**src/rtl/ifq_pkg.sv**
```systemverilog
package ifq_pkg;
    localparam int ADDR_W = 32;
    localparam int DATA_W = 32;

    typedef enum logic [1:0] {
        ST_SEQ,
        ST_LOOK,
        ST_REDIR
    } fe_state_t;

    typedef struct packed {
        logic [ADDR_W-1:0] pc;
        logic [DATA_W-1:0] instr;
    } fe_entry_t;
endpackage

```
**src/rtl/fetch_queue.sv**
```systemverilog
module fetch_queue
    import ifq_pkg::*;
#(
    parameter int DEPTH = 6
) (
    input  logic                         clk,
    input  logic                         rst,
    input  logic                         flush,
    input  logic                         load,
    input  fe_entry_t                    load_entry,
    input  logic                         push,
    input  fe_entry_t                    push_entry,
    input  logic                         pop,
    output fe_entry_t                    head,
    output logic [$clog2(DEPTH):0]       count
);
    localparam int PW = $clog2(DEPTH);
    localparam int CW = PW + 1;

    fe_entry_t      slots [DEPTH];
    logic [PW-1:0]  rd_q, wr_q;
    logic [CW-1:0]  cnt_q;

    function automatic logic [PW-1:0] step_ptr(input logic [PW-1:0] p);
        return (p == PW'(DEPTH - 1)) ? '0 : p + PW'(1);
    endfunction

    always_ff @(posedge clk) begin
        if (rst) begin
            rd_q  <= '0;
            wr_q  <= '0;
            cnt_q <= '0;
        end else if (flush) begin
            rd_q  <= '0;
            wr_q  <= load ? PW'(1) : '0;
            cnt_q <= load ? CW'(1) : '0;
        end else begin
            if (push) wr_q <= step_ptr(wr_q);
            if (pop)  rd_q <= step_ptr(rd_q);
            cnt_q <= cnt_q + CW'(push) - CW'(pop);
        end
    end

    always_ff @(posedge clk) begin
        if (flush && load)  slots[0]    <= load_entry;
        else if (!flush && push) slots[wr_q] <= push_entry;
    end

    assign head  = slots[rd_q];
    assign count = cnt_q;

    // the controller never writes into a full queue without a pop
    a_r3_no_overflow: assert property (@(posedge clk) disable iff (rst)
        (push && !pop && !flush) |-> (cnt_q < CW'(DEPTH)));

    // the head entry holds while nothing is taken
    a_r4_head_stable: assert property (@(posedge clk) disable iff (rst)
        (cnt_q != '0 && !pop && !flush) |=> $stable(head));
endmodule

```
**src/rtl/fetch_addr.sv**
```systemverilog
module fetch_addr
    import ifq_pkg::*;
#(
    parameter logic [ADDR_W-1:0] RESET_VEC = 32'h0000_1000
) (
    input  logic              clk,
    input  logic              rst,
    input  logic              br_cap,
    input  logic [ADDR_W-1:0] dec_pc,
    input  logic [ADDR_W-1:0] br_offset,
    input  logic              seq_adv,
    input  logic              load_hit,
    input  logic              load_miss,
    output logic [ADDR_W-1:0] fetch_pc,
    output logic [ADDR_W-1:0] tgt_pc
);
    localparam int INC = DATA_W / 8;

    logic [ADDR_W-1:0] pc_q, tgt_q, tgt_sum, inc_base, inc_sum;

    // dedicated branch adder, runs alongside decode
    assign tgt_sum  = dec_pc + br_offset;
    // sequential incrementer; on a buffered-target redirect it steps past the target
    assign inc_base = load_hit ? tgt_q : pc_q;
    assign inc_sum  = inc_base + ADDR_W'(INC);

    always_ff @(posedge clk) begin
        if (rst) begin
            pc_q  <= RESET_VEC;
            tgt_q <= '0;
        end else begin
            if (br_cap) tgt_q <= tgt_sum;
            if (load_miss)               pc_q <= tgt_q;
            else if (load_hit || seq_adv) pc_q <= inc_sum;
        end
    end

    assign fetch_pc = pc_q;
    assign tgt_pc   = tgt_q;
endmodule

```
**src/rtl/fetch_ctrl.sv**
```systemverilog
module fetch_ctrl
    import ifq_pkg::*;
#(
    parameter int DEPTH = 6
) (
    input  logic                   clk,
    input  logic                   rst,
    input  logic                   dec_fire,
    input  logic                   br_valid,
    input  logic                   res_valid,
    input  logic                   res_taken,
    input  logic [$clog2(DEPTH):0] q_count,
    input  logic [ADDR_W-1:0]      fetch_pc,
    input  logic [ADDR_W-1:0]      tgt_pc,
    input  logic                   mem_req_ready,
    input  logic                   mem_rsp_valid,
    input  logic                   mem_rsp_tgt,
    input  logic [DATA_W-1:0]      mem_rsp_data,
    output logic                   mem_req_valid,
    output logic                   mem_req_tgt,
    output logic                   br_cap,
    output logic                   seq_adv,
    output logic                   load_hit,
    output logic                   load_miss,
    output logic                   q_flush,
    output logic                   q_load,
    output fe_entry_t              q_load_entry,
    output logic                   q_push,
    output fe_entry_t              q_push_entry
);
    localparam int CW = $clog2(DEPTH) + 1;

    fe_state_t         state_q, state_d;
    logic              seq_out_q, seq_drop_q, tgt_pend_q, tgt_out_q, tgt_drop_q, tbuf_v_q;
    logic [DATA_W-1:0] tbuf_q;
    logic [ADDR_W-1:0] seq_addr_q;
    logic              res_now, seq_rsp, tgt_rsp, room, seq_free, tgt_req, seq_req;
    logic              tgt_acc, seq_acc;
    logic [CW:0]       occ;

    // state register
    always_ff @(posedge clk) begin
        if (rst) state_q <= ST_SEQ;
        else     state_q <= state_d;
    end

    // next state
    always_comb begin
        state_d = state_q;
        unique case (state_q)
            ST_SEQ:   if (br_cap) state_d = ST_LOOK;
            ST_LOOK:  if (res_now) state_d = (res_taken && !tbuf_v_q) ? ST_REDIR : ST_SEQ;
            ST_REDIR: if (q_push) state_d = ST_SEQ;
            default:  state_d = ST_SEQ;
        endcase
    end

    // outputs and strobes
    always_comb begin
        br_cap    = dec_fire && br_valid && (state_q == ST_SEQ);
        res_now   = res_valid && (state_q == ST_LOOK);
        load_hit  = res_now && res_taken && tbuf_v_q;
        load_miss = res_now && res_taken && !tbuf_v_q;
        q_flush   = load_hit || load_miss;
        q_load    = load_hit;
        seq_rsp   = mem_rsp_valid && !mem_rsp_tgt;
        tgt_rsp   = mem_rsp_valid && mem_rsp_tgt;
        occ       = {1'b0, q_count} + (CW+1)'(seq_out_q);
        room      = occ < (CW+1)'(DEPTH);
        seq_free  = !seq_out_q || seq_rsp;
        tgt_req   = tgt_pend_q && !tgt_out_q && !res_now;
        seq_req   = seq_free && room && !tgt_pend_q && !q_flush;
        mem_req_valid = tgt_req || seq_req;
        mem_req_tgt   = tgt_req;
        tgt_acc   = tgt_req && mem_req_ready;
        seq_acc   = seq_req && mem_req_ready;
        seq_adv   = seq_acc;
        q_push    = seq_rsp && !seq_drop_q && !q_flush;
        q_push_entry = '{pc: seq_addr_q, instr: mem_rsp_data};
        q_load_entry = '{pc: tgt_pc, instr: tbuf_q};
    end

    // fetch channel bookkeeping
    always_ff @(posedge clk) begin
        if (rst) begin
            seq_out_q  <= 1'b0;
            seq_drop_q <= 1'b0;
            tgt_pend_q <= 1'b0;
            tgt_out_q  <= 1'b0;
            tgt_drop_q <= 1'b0;
            tbuf_v_q   <= 1'b0;
            tbuf_q     <= '0;
            seq_addr_q <= '0;
        end else begin
            if (seq_acc) begin
                seq_out_q  <= 1'b1;
                seq_addr_q <= fetch_pc;
            end else if (seq_rsp) begin
                seq_out_q  <= 1'b0;
            end
            if (q_flush && seq_out_q && !seq_rsp) seq_drop_q <= 1'b1;
            else if (seq_rsp)                     seq_drop_q <= 1'b0;

            if (br_cap)                   tgt_pend_q <= 1'b1;
            else if (tgt_acc || res_now)  tgt_pend_q <= 1'b0;

            if (tgt_acc)      tgt_out_q <= 1'b1;
            else if (tgt_rsp) tgt_out_q <= 1'b0;

            if (res_now && tgt_out_q && !tgt_rsp) tgt_drop_q <= 1'b1;
            else if (tgt_rsp)                     tgt_drop_q <= 1'b0;

            if (res_now || br_cap) begin
                tbuf_v_q <= 1'b0;
            end else if (tgt_rsp && !tgt_drop_q && state_q == ST_LOOK) begin
                tbuf_v_q <= 1'b1;
                tbuf_q   <= mem_rsp_data;
            end
        end
    end

    // the queue stays empty for the whole redirect wait
    a_r8_redir_empty: assert property (@(posedge clk) disable iff (rst)
        (state_q == ST_REDIR) |-> (q_count == '0));

    // a buffered-target redirect leaves exactly the target in the queue
    a_r7_hit_single: assert property (@(posedge clk) disable iff (rst)
        load_hit |=> (q_count == CW'(1)));

    // target fetches are never accepted on consecutive edges
    a_r9_tgt_spaced: assert property (@(posedge clk) disable iff (rst)
        (mem_req_valid && mem_req_tgt && mem_req_ready) |=>
        !(mem_req_valid && mem_req_tgt && mem_req_ready));

    // nothing is written into the queue in the cycle after a miss redirect
    a_r10_miss_clean: assert property (@(posedge clk) disable iff (rst)
        load_miss |=> !q_push);
endmodule

```
**src/rtl/ifetch_front.sv**
```systemverilog
module ifetch_front
    import ifq_pkg::*;
#(
    parameter int                DEPTH     = 6,
    parameter logic [ADDR_W-1:0] RESET_VEC = 32'h0000_1000
) (
    input  logic              clk,
    input  logic              rst,
    output logic              mem_req_valid,
    input  logic              mem_req_ready,
    output logic [ADDR_W-1:0] mem_req_addr,
    output logic              mem_req_tgt,
    input  logic              mem_rsp_valid,
    input  logic              mem_rsp_tgt,
    input  logic [DATA_W-1:0] mem_rsp_data,
    output logic              dec_valid,
    input  logic              dec_ready,
    output logic [DATA_W-1:0] dec_instr,
    output logic [ADDR_W-1:0] dec_pc,
    input  logic              br_valid,
    input  logic [ADDR_W-1:0] br_offset,
    input  logic              res_valid,
    input  logic              res_taken
);
    localparam int CW = $clog2(DEPTH) + 1;

    logic [CW-1:0]     q_count;
    fe_entry_t         head, q_load_entry, q_push_entry;
    logic              q_flush, q_load, q_push, dec_fire;
    logic              br_cap, seq_adv, load_hit, load_miss;
    logic [ADDR_W-1:0] fetch_pc, tgt_pc;

    assign dec_valid    = (q_count != '0);
    assign dec_fire     = dec_valid && dec_ready;
    assign dec_pc       = head.pc;
    assign dec_instr    = head.instr;
    assign mem_req_addr = mem_req_tgt ? tgt_pc : fetch_pc;

    fetch_queue #(.DEPTH(DEPTH)) u_queue (
        .clk        (clk),
        .rst        (rst),
        .flush      (q_flush),
        .load       (q_load),
        .load_entry (q_load_entry),
        .push       (q_push),
        .push_entry (q_push_entry),
        .pop        (dec_fire),
        .head       (head),
        .count      (q_count)
    );

    fetch_addr #(.RESET_VEC(RESET_VEC)) u_addr (
        .clk       (clk),
        .rst       (rst),
        .br_cap    (br_cap),
        .dec_pc    (dec_pc),
        .br_offset (br_offset),
        .seq_adv   (seq_adv),
        .load_hit  (load_hit),
        .load_miss (load_miss),
        .fetch_pc  (fetch_pc),
        .tgt_pc    (tgt_pc)
    );

    fetch_ctrl #(.DEPTH(DEPTH)) u_ctrl (
        .clk           (clk),
        .rst           (rst),
        .dec_fire      (dec_fire),
        .br_valid      (br_valid),
        .res_valid     (res_valid),
        .res_taken     (res_taken),
        .q_count       (q_count),
        .fetch_pc      (fetch_pc),
        .tgt_pc        (tgt_pc),
        .mem_req_ready (mem_req_ready),
        .mem_rsp_valid (mem_rsp_valid),
        .mem_rsp_tgt   (mem_rsp_tgt),
        .mem_rsp_data  (mem_rsp_data),
        .mem_req_valid (mem_req_valid),
        .mem_req_tgt   (mem_req_tgt),
        .br_cap        (br_cap),
        .seq_adv       (seq_adv),
        .load_hit      (load_hit),
        .load_miss     (load_miss),
        .q_flush       (q_flush),
        .q_load        (q_load),
        .q_load_entry  (q_load_entry),
        .q_push        (q_push),
        .q_push_entry  (q_push_entry)
    );
endmodule

```
**config.mk**
```make
export PLATFORM = sky130hd
export DESIGN_NAME = ifetch_front
export DESIGN_NICKNAME = d
export VERILOG_FILES = /design/src/rtl/ifq_pkg.sv /design/src/rtl/fetch_queue.sv /design/src/rtl/fetch_addr.sv /design/src/rtl/fetch_ctrl.sv /design/src/rtl/ifetch_front.sv
export SDC_FILE = /design/constraint.sdc
export NUM_CORES = 1
export LEC_CHECK = 0
export ABC_AREA = 1
export BUFFER_PORTS_ARGS = -buffer_cell sky130_fd_sc_hd__buf_2
export CORE_MARGIN = 2
export CORE_UTILIZATION = 40
export CTS_CLUSTER_SIZE = 14
export DETAILED_ROUTE_END_ITERATION = 10
export HOLD_SLACK_MARGIN = 0.08
export SLEW_MARGIN = 20
export SYNTH_ARGS = -nofsm -noshare
export SYNTH_HDL_FRONTEND = slang
export SYNTH_SLANG_ARGS = --single-unit
```
**constraint.sdc**
```tcl
create_clock -name clk -period 10.8 [get_ports clk]
set_clock_uncertainty 0.1 [all_clocks]
set_input_delay 1.08 -clock clk [delete_from_list [all_inputs] [get_ports clk]]
set_output_delay 1.08 -clock clk [all_outputs]
set_load 0.05 [all_outputs]
```
* Word-level counts from Yosys, hierarchy flattened
Memory sizes are Yosys's and may differ from the RTL's. A register that Yosys moved wholly into a read port is not among the register bits.
Index checks and enable logic that the tools add are counted.
** Cells by class
- Multiplexer cells :: 34
- $add $sub $neg :: 7
- Div/mod/pow operators :: 0
- Bitwise gates (word level) :: 1
- Shifts and indexed selects :: 0
- Reductions and logical operators :: 58
- Multiply operators :: 0
- Magnitude comparators :: 1
- Eq/ne operators :: 7
** Operators with widths (number)
- 32-bit 2-to-1 mux :: 4
- 64-bit 2-to-1 mux :: 1
- 64-bit OR reduction :: 1
- 32-bit by 3-bit adder with 32-bit output (second input constant) :: 1
- 32-bit adder :: 1
- 1-bit logical AND :: 27
- 3-bit 2-to-1 mux :: 7
- 1-bit 2-to-1 mux :: 16
- 2-bit nonzero test :: 7
- 1-bit logical NOT :: 11
- 2-bit 2-to-1 mux :: 4
- 3-bit by 1-bit adder with 3-bit output (second input constant) :: 2
- 3-bit == test (second input constant) :: 2
- 1-bit logical OR :: 6
- 2-bit case mux with 3 select lines :: 1
- 4-bit by 1-bit adder with 5-bit output :: 1
- 5-bit by 3-bit < comparator with 1-bit output (second input constant) :: 1
- 4-bit by 1-bit adder with 4-bit output :: 1
- 4-bit 2-to-1 mux :: 1
- 2-bit by 1-bit != test with 1-bit output (second input constant) :: 2
- 4-bit nonzero test :: 1
- 2-bit OR reduction :: 2
- 4-bit by 1-bit subtractor with 4-bit output :: 1
- 3-bit AND reduction :: 1
- 6 further kinds :: 6
** Storage, ports and cells
- Output and inout port bits :: 99
- Memories :: 1
- RAM bits :: 384
- Bits in latches :: 0
- Register bits :: 146
- Bits in read-only memories :: 0
** Memory list
- u_queue.slots :: depth 6, bits a word 64, read ports 1, clocked after memory_dff 1, wr ports 1, RTL line fetch_queue.sv:20 : fe_entry_t slots [DEPTH];

* Longest topological paths before layout
Gate-level depths: netlist of run 1.
- Depth after elaboration :: 13
- Gate-level depth with buffers :: 21
- Gate-level depth less buffers :: 18

* Cells and area by module
From an unflattened synthesis of run 1, not the netlist that was laid out.
** Unflattened totals
- Cells, all modules :: 3020
- Area total of the unflattened synthesis :: 26238.9 um^2
** By module, submodules not included
- fetch_queue :: instances 1, seq. area each 11791.3 um^2, cells an instance 1380, area an instance 16174.3 um^2
- fetch_addr :: instances 1, seq. area each 1281.2 um^2, cells an instance 1047, area an instance 5893.2 um^2
- fetch_ctrl :: instances 1, seq. area each 1441.4 um^2, cells an instance 485, area an instance 3538.4 um^2
- ifetch_front :: instances 1, seq. area each 0.0 um^2, cells an instance 108, area an instance 633.1 um^2

* Worst setup path before layout of run 1
OpenSTA, ideal clock, no wires.
- Kind :: input-to-reg
- Start :: input mem_rsp_valid
- End :: memory u_queue.slots[2][0] (netlist bit) (enable)
- Arrival :: 7.972 ns
- Stages on the path :: 8
- Slack :: 2.084 ns
- Path buffers :: 2
- Required time :: 10.056 ns
- Setup time :: 0.644 ns
- Path through :: inv_1 nor2_1 inv_1 nor2_1 nand2_1 clkbuf_1 clkbuf_1 nor4_1
** On the way
- Cells in the longest elaborated chain, start to end :: 9
- Elaborated cells between the ends (all ways) :: 10
- Those cells by class :: mux (5); reduce/logical (5)
** RTL lines
- start: declaration :: RTL line ifetch_front.sv:13 : input logic mem_rsp_valid,
- 1-bit logical AND * :: RTL line fetch_ctrl.sv:66 : seq_rsp = mem_rsp_valid && !mem_rsp_tgt;
- 1-bit logical AND * (2 in a row) :: RTL line fetch_ctrl.sv:78 : q_push = seq_rsp && !seq_drop_q && !q_flush;
- 1-bit logical AND * :: RTL line fetch_queue.sv:46 : else if (!flush && push) slots[wr_q] <= push_entry;
- 1-bit 2-to-1 mux * :: RTL line fetch_queue.sv:46
- 1-bit 2-to-1 mux * :: RTL line fetch_queue.sv:45 : if (flush && load) slots[0] <= load_entry;
- 1-bit 2-to-1 mux (implied by the code) * :: RTL line fetch_queue.sv:46
- 64-bit OR reduction (no line)
- 3-bit 2-to-1 mux (no line) or 1-bit 2-to-1 mux (tied branches)
- end: declaration :: RTL line fetch_queue.sv:20
Mark *: on every way between the ends. The rest lies on a longest branch, timed or not.

==> results of run 1 <==
## kinds of logic after synthesis
family / Yosys count
fa+ha+maj: 42
xor+xnor: 28
flops: 533
buf+inv: 353
simple gates: 863
compound gates: 720
## through the flow
step / util / area (um^2) / setup WS [ns] / total power [mW]
6_report: 0.460 / 27700 / 5.83 / 6.66
3_5_place_dp: 0.429 / 25800 / 5.92 / 4.71
3_3_place_gp: 0.429 / 25800 / 6.03 / 4.69
2_1_floorplan: - / 24300 / 2.08 / 4.07
4_1_cts: 0.460 / 27700 / 5.63 / 6.69
5_1_grt: 0.460 / 27700 / 5.59 / 7.00
## layout make-up
cell class,instances,share of cell area
clock inverter,34,0.0134
tap,782,0.0353
antenna,1,0.0000902
timing repair buffer,198,0.0386
sequential,533,0.524
multi-input combinational,1653,0.306
inverter,209,0.0286
clock buffer,67,0.0542
## routing by layer
layer,GRT usage,wire [um],vias to the layer above
met5,0,0,-
met4,0.0698,2020,0
met3,0.0331,4240,111
met2,0.338,31200,591
met1,0.305,31200,9121
li1,-,-,9063
## Yosys cell counts, types with 7 or more instances
master / instances / share of area
nand3_1: 89 / 0.018
nor3_1: 9 / 0.0019
a32o_1: 63 / 0.026
a21oi_1: 267 / 0.055
dfxtp_1: 149 / 0.12
o211ai_1: 7 / 0.0022
nor2_2: 11 / 0.0028
edfxtp_1: 384 / 0.47
nor2_1: 152 / 0.023
clkbuf_1: 119 / 0.018
inv_1: 202 / 0.031
buf_2: 8 / 0.0016
xnor2_1: 7 / 0.0025
buf_1: 14 / 0.0022
o22ai_1: 63 / 0.016
xor2_1: 21 / 0.0076
o21ai_0: 291 / 0.060
nand2_2: 11 / 0.0028
a21o_1: 7 / 0.0022
nand2_1: 565 / 0.087
ha_1: 40 / 0.021
## how the worst max path moves through the flow
stage | to | depth (start not counted) | slack [ns] | startpoint
floorplan | u_queue.slots[2][0] | 8 | 2.08 | mem_rsp_valid
global placement | u_queue.slots[4][28] | 9 | 6.03 | res_valid
detailed placement | u_queue.slots[0][29] | 10 | 5.92 | res_valid
CTS | dec_pc[30] | 6 | 5.63 | flop
global route | dec_pc[30] | 7 | 5.59 | flop
finish | dec_pc[30] | 7 | 5.83 | flop
## flip-flops by register name, indices dropped and copies added, names as in the netlist, 2 cells and up, named ones only
name and flops:
u_addr.fetch_pc 32, u_ctrl.state_q 2, u_ctrl.seq_addr_q 32, u_queue.slots 384, u_ctrl.tbuf_q 32, u_addr.tgt_pc 32, u_queue.wr_q 3, u_queue.rd_q 3
u_queue.count 4
## report_power, final
group          switching [mW]  internal, mW  leakage, nW
Combinational            1.65         0.578         4.69
Clock                   0.819          1.16        0.927
Sequential             0.0838          2.37         4.78
Total                    2.56          4.11         10.4
## worst max-delay path, cell delays in order (launching register included)
cell and delay (ns):
dfxtp_4 0.36, buf_4 0.66, buf_4 0.58, buf_12 0.32
nand2_1 0.10, a32o_1 0.26, o22ai_1 0.43, buf_2 0.37
==> impl_metrics.ini, run 1 <==
[yosys]
ys_types = 47
synth_flop_cell = edfxtp_1
synthXorXnorAreaFrac = 0.0101
synth_top_family_by_area = compound AO/OA/AOI/OAI gates
synth_edf_count = 384
synth_area_mm2 = 0.0243
synth_seq_area_share = 0.597
ys_warn_count = 0
synth-simple-area-share = 0.146
synth_adder_area_share = 0.0222
muxShareOfSynthArea = 0
syn_nets = 2654
synth_cells = 2539
syn_avg_cell_area_um2 = 9.57
synth_compound_area_frac = 0.168
async_reset_ff_frac = 0
ys_ff_latch = 533

[final_layout]
nets = 2766
syn2layout_area_growth_pct = 14.1
final_common_cell = nand2_1
instances_no_fill = 3477
multi_input_area_mm2 = 0.00849
drive_gt1_frac = 0.128
seq_area_mm2 = 0.0145
fillers = 5678
layout_common_cells = nand2_1 (563), edfxtp_1 (384), o21ai_0 (291)

[detailed_routing]
avgViaCountPerCell = 5.43
first_pass_iters = 5
ant_nets = 0
wl_mm = 68.6
drc = 0
first_iter_violations = 1627
wl_per_cell_um = 19.7
vias = 18886

[clock_tree]
htree_levels = 2
clock-sinks = 533
clk_pin_slew_worst_paths_ns = 0.06
ctsHoldBuffers = 0
insertion_delay_ns = 0.62
post_cts_resized = 0
cts_tree = built
cts_buffer_depth = 3
cts_made_buffers = 56
cts_root_buf = clkbuf_16
post_cts_buffers = 0

[setup_path]
r2r_end = u_addr.tgt_pc[31]
critPathCaptureType = output pin
reg2reg_slack_ns = 6.11
crit_arrival_ns = 3.79
cp_max_fo = 85
path_class = flop to output pin
cp-start-kind = flop
cp.required_ns = 9.62
reg2reg_depth = 16

[placement]
io_buffers = 171
place_hpwl_mm = 43.9
placedCellCount = 3374
place.gp.congestion = 0.891

[floorplanning]
start_util = 0.403
rows = 90
ios = 172
dieWidth_um = 250
die_area_mm2 = 0.0627
die_h_um = 250
coreArea_mm2 = 0.0602

[grt]
grt_pass1_wl_mm = 105
grt_max_degree = 109
grt_remaining_overflow = 0
grt_pass1_vias = 17967
grt_usage = 0.215
antenna_found_initial = 1

[hold_path]
hold_path_end = u_ctrl.tbuf_q[22]
min_from = u_ctrl.tbuf_q[22]
hold_depth = 2
hp-class = flop to flop

[status]
outcome = complete, no violations

[timing]
fin_tns_setup_ns = 0
rsz0062_at_grt = false
fmax_mhz = 201
relSlewSlack = 0.253
fin_crit_ns = 4.97
fin_crit_sh = 0.461
tightest_slew_ns = 1.12
holdWs_ns = 0.346
drv_slew = 0
hold_viol = 0
setup_viol = 0

[run]
drv_cap = 0

[power]
total_leakage_power_nw = 10.4
max-vdd-ir-drop_v = 0.000127
cellPowerDensity_mw_per_mm2 = 240
Note: power is estimated with default switching activity, not from simulation.
==> inputs of run 2 (changes only) <==
clock period = 4 ns   (was 10.8 ns; I/O delays follow)
==> run 2 against run 1 <==
Net effect: clock power increased to 2.7 times the previous value; total power rose to 2.7 times the previous value; critical endpoint is now u_addr.tgt_pc[30]; hold slack got worse by 0.23 ns; first-iteration DRC count increased by 4.9%; via count up 2.0%; global-route usage rose by 1.2 points; clock-buffer cell count increased by 12; utilization is 1.5 points higher; register-to-register slack worse by 5.8 ns; sequential cell count is the same; combinational power rose to 2.8 times the previous value.
==> impl_metrics.ini, run 2 (synthesis gave the netlist of run 1 again) <==
[setup_path]
cp.required_ns = 4.42
slowest_delay_ns = 0.59
crit_slowest_cell = dfxtp_4
cp.depth = 15
crit_top_cell = nand2_1
path_cells = buf_12, nand2_1, a32o_1, o22ai_1, ha_1, a21oi_1, o21ai_0, a21oi_1, nor2_1, a211oi_1, nand2_1, nand2_1, nand3_1, nand2_1, inv_1
worst-path-buf-inv = 2
cp-start-kind = flop
crit_arrival_ns = 4.13
r2r_end = u_addr.tgt_pc[30]
reg2reg_depth = 15
critPathCaptureType = flop
reg2reg_slack_ns = 0.29
path_delay_family = compound AO/OA/AOI/OAI gates
path_class = flop to flop
cp_max_fo = 79

[hold_path]
hold_path_end = u_ctrl.state_q[0]
hold_depth = 3
hp-class = input port to flop
min_from = br_valid

[timing]
rsz0062_at_grt = false
drv_slew = 0
setup_viol = 0
relSlewSlack = 0.243
fin_ws_ns = 0.289
fin_crit_ns = 3.71
tightest_slew_ns = 1.12
fin_crit_sh = 0.928
fmax_mhz = 269
hold_viol = 0

[placement]
place_hpwl_mm = 48.2
place.gp.congestion = 0.905
io_buffers = 171
pre_cts_ws_ns = 0.00474
placed_area_mm2 = 0.0263
placedCellCount = 3408

[grt]
grt_pass1_vias = 18398
grt_pass1_wl_mm = 110
antenna_found_initial = 3
grt_max_degree = 80
grt_remaining_overflow = 0
grt_usage = 0.227

[final_layout]
instances_no_fill = 3555
drive_gt1_frac = 0.142
largest_register_ffs = 384
final_common_cell = nand2_1
syn2layout_area_growth_pct = 17.9
registers.top_by_ff_count = u_queue.slots
nets = 2838
layout_common_cells = nand2_1 (563), edfxtp_1 (384), o21ai_0 (287)
fin_area_mm2 = 0.0286
fillers = 5645

[floorplanning]
dieWidth_um = 250
die_h_um = 250
rows = 90
ios = 172
coreArea_mm2 = 0.0602
die_area_mm2 = 0.0627
start_util = 0.403

[clock_tree]
insertion_delay_ns = 0.65
cts_tree = built
post_cts_buffers = 0
cts_made_buffers = 57
clock-sinks = 533
cts_buffer_depth = 3
htree_levels = 2
cts_root_buf = clkbuf_16
clk_pin_slew_worst_paths_ns = 0.06

[power]
total_leakage_power_nw = 10.8
switching_power_mw = 7.13
pwr-share-seq = 0.365
combPwrFrac = 0.345
clkPwrFrac = 0.290
cellPowerDensity_mw_per_mm2 = 639
max-vdd-ir-drop_v = 0.000358
p_int_mw = 11.2
swShare = 0.390
p_total_mw = 18.3

[detailed_routing]
first_iter_violations = 1707
wl_per_cell_um = 20.3
ant_nets = 0
avgViaCountPerCell = 5.42
drc = 0
first_pass_iters = 6
vias = 19262
wl_mm = 72.1

[run]
drv_cap = 0

[status]
outcome = complete, no violations
## run 2: changes by cell type in the layout (fill, tap and decap cells not counted), moves of 7 or more
cell / delta
buf_12: +12
dlygate4sd3_1: +38
buf_4: +21
clkinv_1: -9
clkbuf_1: +10
o22ai_2: +7
o22ai_1: -8
## run 2: through the flow
stage | util | setup TNS, ns | hold WS, ns
after global placement | 0.437 | -0.0651 | 0.334
after global routing | 0.475 | 0 | 0.109
final | 0.475 | 0 | 0.120
after detailed placement | 0.437 | 0 | 0.338
after floorplan | - | -194.69 | 0.325
after CTS | 0.475 | 0 | 0.0894
## run 2: what timing repair did
action	CTS	global route
hold buffers	38	0
gates resized for setup	0	5
endpoints found under the hold margin	37	0
setup endpoints to repair	0	7
## run 2: power groups by stage
| stage | clock network (mW) | registers (mW) | logic, mW |
|---|---|---|---|
| 6_report | 5.32 | 6.68 | 6.31 |
| 5_1_grt | 5.64 | 6.71 | 6.86 |
| 4_1_cts | 5.42 | 6.67 | 6.32 |
| 3_5_place_dp | 0 | 6.78 | 6.26 |
| 3_3_place_gp | 0 | 6.77 | 6.20 |
| 2_1_floorplan | 0 | 6.66 | 4.35 |
## run 2: per-layer routing
layer  part of all wire  GRT usage  up-vias  wire length [um]
met5                  0          0        -                 0
met4              0.025     0.0662        0              1830
met3              0.063     0.0286       88              4530
met2               0.46      0.359      673             32800
met1               0.46      0.328     9267             32900
li1                   -          -     9234                 -
## run 2: final cells by class
type | count | area [um^2] | share of cell area
antenna | 1 | 2.50 | 0.0000874
clock buffer | 79 | 1580 | 0.0551
clock inverter | 29 | 338 | 0.0118
inverter | 209 | 795 | 0.0277
multi-input combinational | 1653 | 8580 | 0.300
sequential | 533 | 14500 | 0.507
tap | 782 | 978 | 0.0342
timing repair buffer | 269 | 1850 | 0.0646
## run 2: worst max path at each step
stage	slack (ns)	start	to
after floorplan	-1.35	mem_rsp_valid	u_queue.slots[2][0]
after global placement	-0.07	flop	u_addr.tgt_pc[28]
after detailed placement	0.005	flop	u_addr.tgt_pc[28]
after CTS	0.01	flop	u_addr.tgt_pc[28]
after global routing	0.009	flop	u_addr.tgt_pc[28]
final	0.29	flop	u_addr.tgt_pc[30]
## run 2: tightest hold or removal path: stages
cell,delay (ns)
buf_2,0.11
nand3_2,0.18
a21oi_1,0.09
==> inputs of run 3 (changes only) <==
CELL_PAD_IN_SITES_DETAIL_PLACEMENT = 1   (was not set)
CELL_PAD_IN_SITES_GLOBAL_PLACEMENT = 1   (was not set)
CORE_UTILIZATION = 42   (was 40)
PLACE_DENSITY_LB_ADDON = 0.1   (was not set)
SYNTH_HIERARCHICAL = 1   (was not set)
==> run 3 against run 2 <==
Net effect: first-iteration DRC count down 25%; critical path type is now flop to output pin; non-clock buffer count shrank 6; critical path depth fell by 7; utilization is 0.66 points higher; fmax shrank 0.44%; clock power rose by 0.8%; via count up 9.8%; worst setup slack lost 0.016 ns; highest routed layer is now met5; cell count up 13%; largest cell class unchanged; sequential power hardly changed; sequential cell count did not move; largest power group unchanged.
==> impl_metrics.ini, run 3 <==
[status]
outcome = complete, no violations

[detailed_routing]
avgViaCountPerCell = 5.26
ant_nets = 0
first_iter_violations = 1275
wl_per_cell_um = 20.5
first_pass_iters = 5
wl_mm = 82.5
vias = 21156
drc = 0

[clock_tree]
cts_buffer_depth = 3
cts_root_buf = clkbuf_16
insertion_delay_ns = 0.64
htree_levels = 2
cts_tree = built
cts_made_buffers = 59
clock-sinks = 533
clk_pin_slew_worst_paths_ns = 0.06

[floorplanning]
coreArea_mm2 = 0.0617
die_h_um = 254
start_util = 0.425
rows = 91
ios = 172
die_area_mm2 = 0.0645
dieWidth_um = 254

[grt]
grt_pass1_vias = 21784
grt_remaining_overflow = 0
grt_max_degree = 79
antenna_found_initial = 7
grt_pass1_wl_mm = 126
grt_usage = 0.255

[setup_path]
path_cells = inv_6, buf_4, buf_6, nand2_1, nand3_1, nand3_1, o21ai_1, buf_2
crit_slowest_cell = buf_6
slowest_delay_ns = 0.51
path_class = flop to output pin
worst-path-buf-inv = 4
cp_max_fo = 78
reg2reg_depth = 17
cp.required_ns = 3.50
crit_arrival_ns = 3.23
path_delay_family = buffers and inverters
cp-start-kind = flop
crit_top_cell = nand3_1
cp.depth = 8
critPathCaptureType = output pin

[timing]
fin_ws_ns = 0.273
rsz0062_at_grt = false
drv_slew = 0
holdWs_ns = 0.121
fmax_mhz = 268
hold_viol = 0
setup_viol = 0
fin_tns_setup_ns = 0
fin_crit_ns = 3.73
fin_crit_sh = 0.932
tightest_slew_ns = 0.938
relSlewSlack = 0.375

[power]
max-vdd-ir-drop_v = 0.000466
cellPowerDensity_mw_per_mm2 = 622
p_total_mw = 18.5
total_leakage_power_nw = 12.2

[yosys]
synth_area_mm2 = 0.0262
ys_ff_latch = 533
synth_edf_count = 384
synth_common_cells = nand2_1 (892), edfxtp_1 (384), nand3_1 (299)
yosysMostFrequentCell = nand2_1
synth_flop_cell = edfxtp_1
yosysTopAreaCell = edfxtp_1
syn_avg_cell_area_um2 = 8.69
synthTopCellsByArea = edfxtp_1 (44%), nand2_1 (13%), dfxtp_1 (11%), nand3_1 (5.7%), nor2_1 (3.8%)
ys_warn_count = 6
synth_cells = 3020
synth_top_area_share = 0.439
async_reset_ff_frac = 0
ys_types = 45
syn_nets = 3132
synth_seq_area_share = 0.553

[run]
drv_cap = 0

[placement]
io_buffers = 171
place_hpwl_mm = 55.8
placed_area_mm2 = 0.0274
placedCellCount = 3868
place.gp.congestion = 0.900
pre_cts_ws_ns = 0.620

[final_layout]
instances_no_fill = 4021
final_common_cell = nand2_1
seq_area_mm2 = 0.0145
fin_area_mm2 = 0.0297
nets = 3243
layout_common_cells = nand2_1 (891), edfxtp_1 (384), nand3_1 (299)
utilization = 0.482
syn2layout_area_growth_pct = 13.4
largest_register_ffs = 384
registers.top_by_ff_count = u_queue/slots
fillers = 7325
drive_gt1_frac = 0.127
multi_input_area_mm2 = 0.00936

[hold_path]
hp-class = input port to flop
hold_depth = 3
run 3: routing by layer:
metal | vias up | wire length, um | track usage
li1 | 10120 | - | -
met1 | 10483 | 38200 | 0.353
met2 | 427 | 38500 | 0.418
met3 | 120 | 3630 | 0.0349
met4 | 6 | 2080 | 0.0748
met5 | - | 38 | 0
run 3: what timing repair did:
item,CTS,global route
resized for setup,0,1
hold buffers,39,0
buffers inserted,0,0
hold endpoints to repair,86,0
endpoints found under the setup margin,0,19
run 3: worst reg2reg max path: cells and delay by family, from the launching register on:
| family | cells | cell delay, ns |
|---|---|---|
| AO/OA/AOI/OAI | 4 | 0.84 |
| AND/OR/NAND/NOR | 9 | 0.81 |
| adder cells (fa/ha/maj) | 1 | 0.38 |
| buffers and inverters | 3 | 0.78 |
| flip-flops | 1 | 0.44 |
run 3: area by class of cell:
type	instances	share of cell area
Antenna cell	2	0.000168
Clock buffer	81	0.0534
Multi-Input combinational cell	2009	0.315
Timing Repair Buffer	263	0.0642
Sequential cell	533	0.488
Tap cell	837	0.0352
Inverter	265	0.0338
Clock inverter	31	0.0105
run 3: worst paths after layout:
path	from	end	slack, ns
worst max-delay path	flop	dec_instr[8]	0.27
worst min-delay path	br_valid	u_ctrl/tgt_pend_q	0.12
worst min register to register	u_queue/wr_q[1]	u_queue/wr_q[1]	0.38
worst max register to register	flop	u_addr/tgt_pc[31]	0.55
run 3: cell families (layout without fill, tap and decap cells):
family	Yosys count	after routing	synth area share
xor gates and xnor gates	21	21	0.00701
AOI/OAI and AO/OA	432	432	0.0893
buffers and inverters	478	640	0.0927
adders and majority gates	39	39	0.0192
other	0	2	0
DFF	533	533	0.553
and+or+nand+nor	1517	1517	0.239
run 3: where the power goes:
group | leakage, nW | switching, mW | internal, mW
Sequential | 4.81 | 0.316 | 6.38
Combinational | 6.45 | 4.78 | 1.67
Clock | 0.916 | 2.26 | 3.10
Total | 12.2 | 7.35 | 11.2
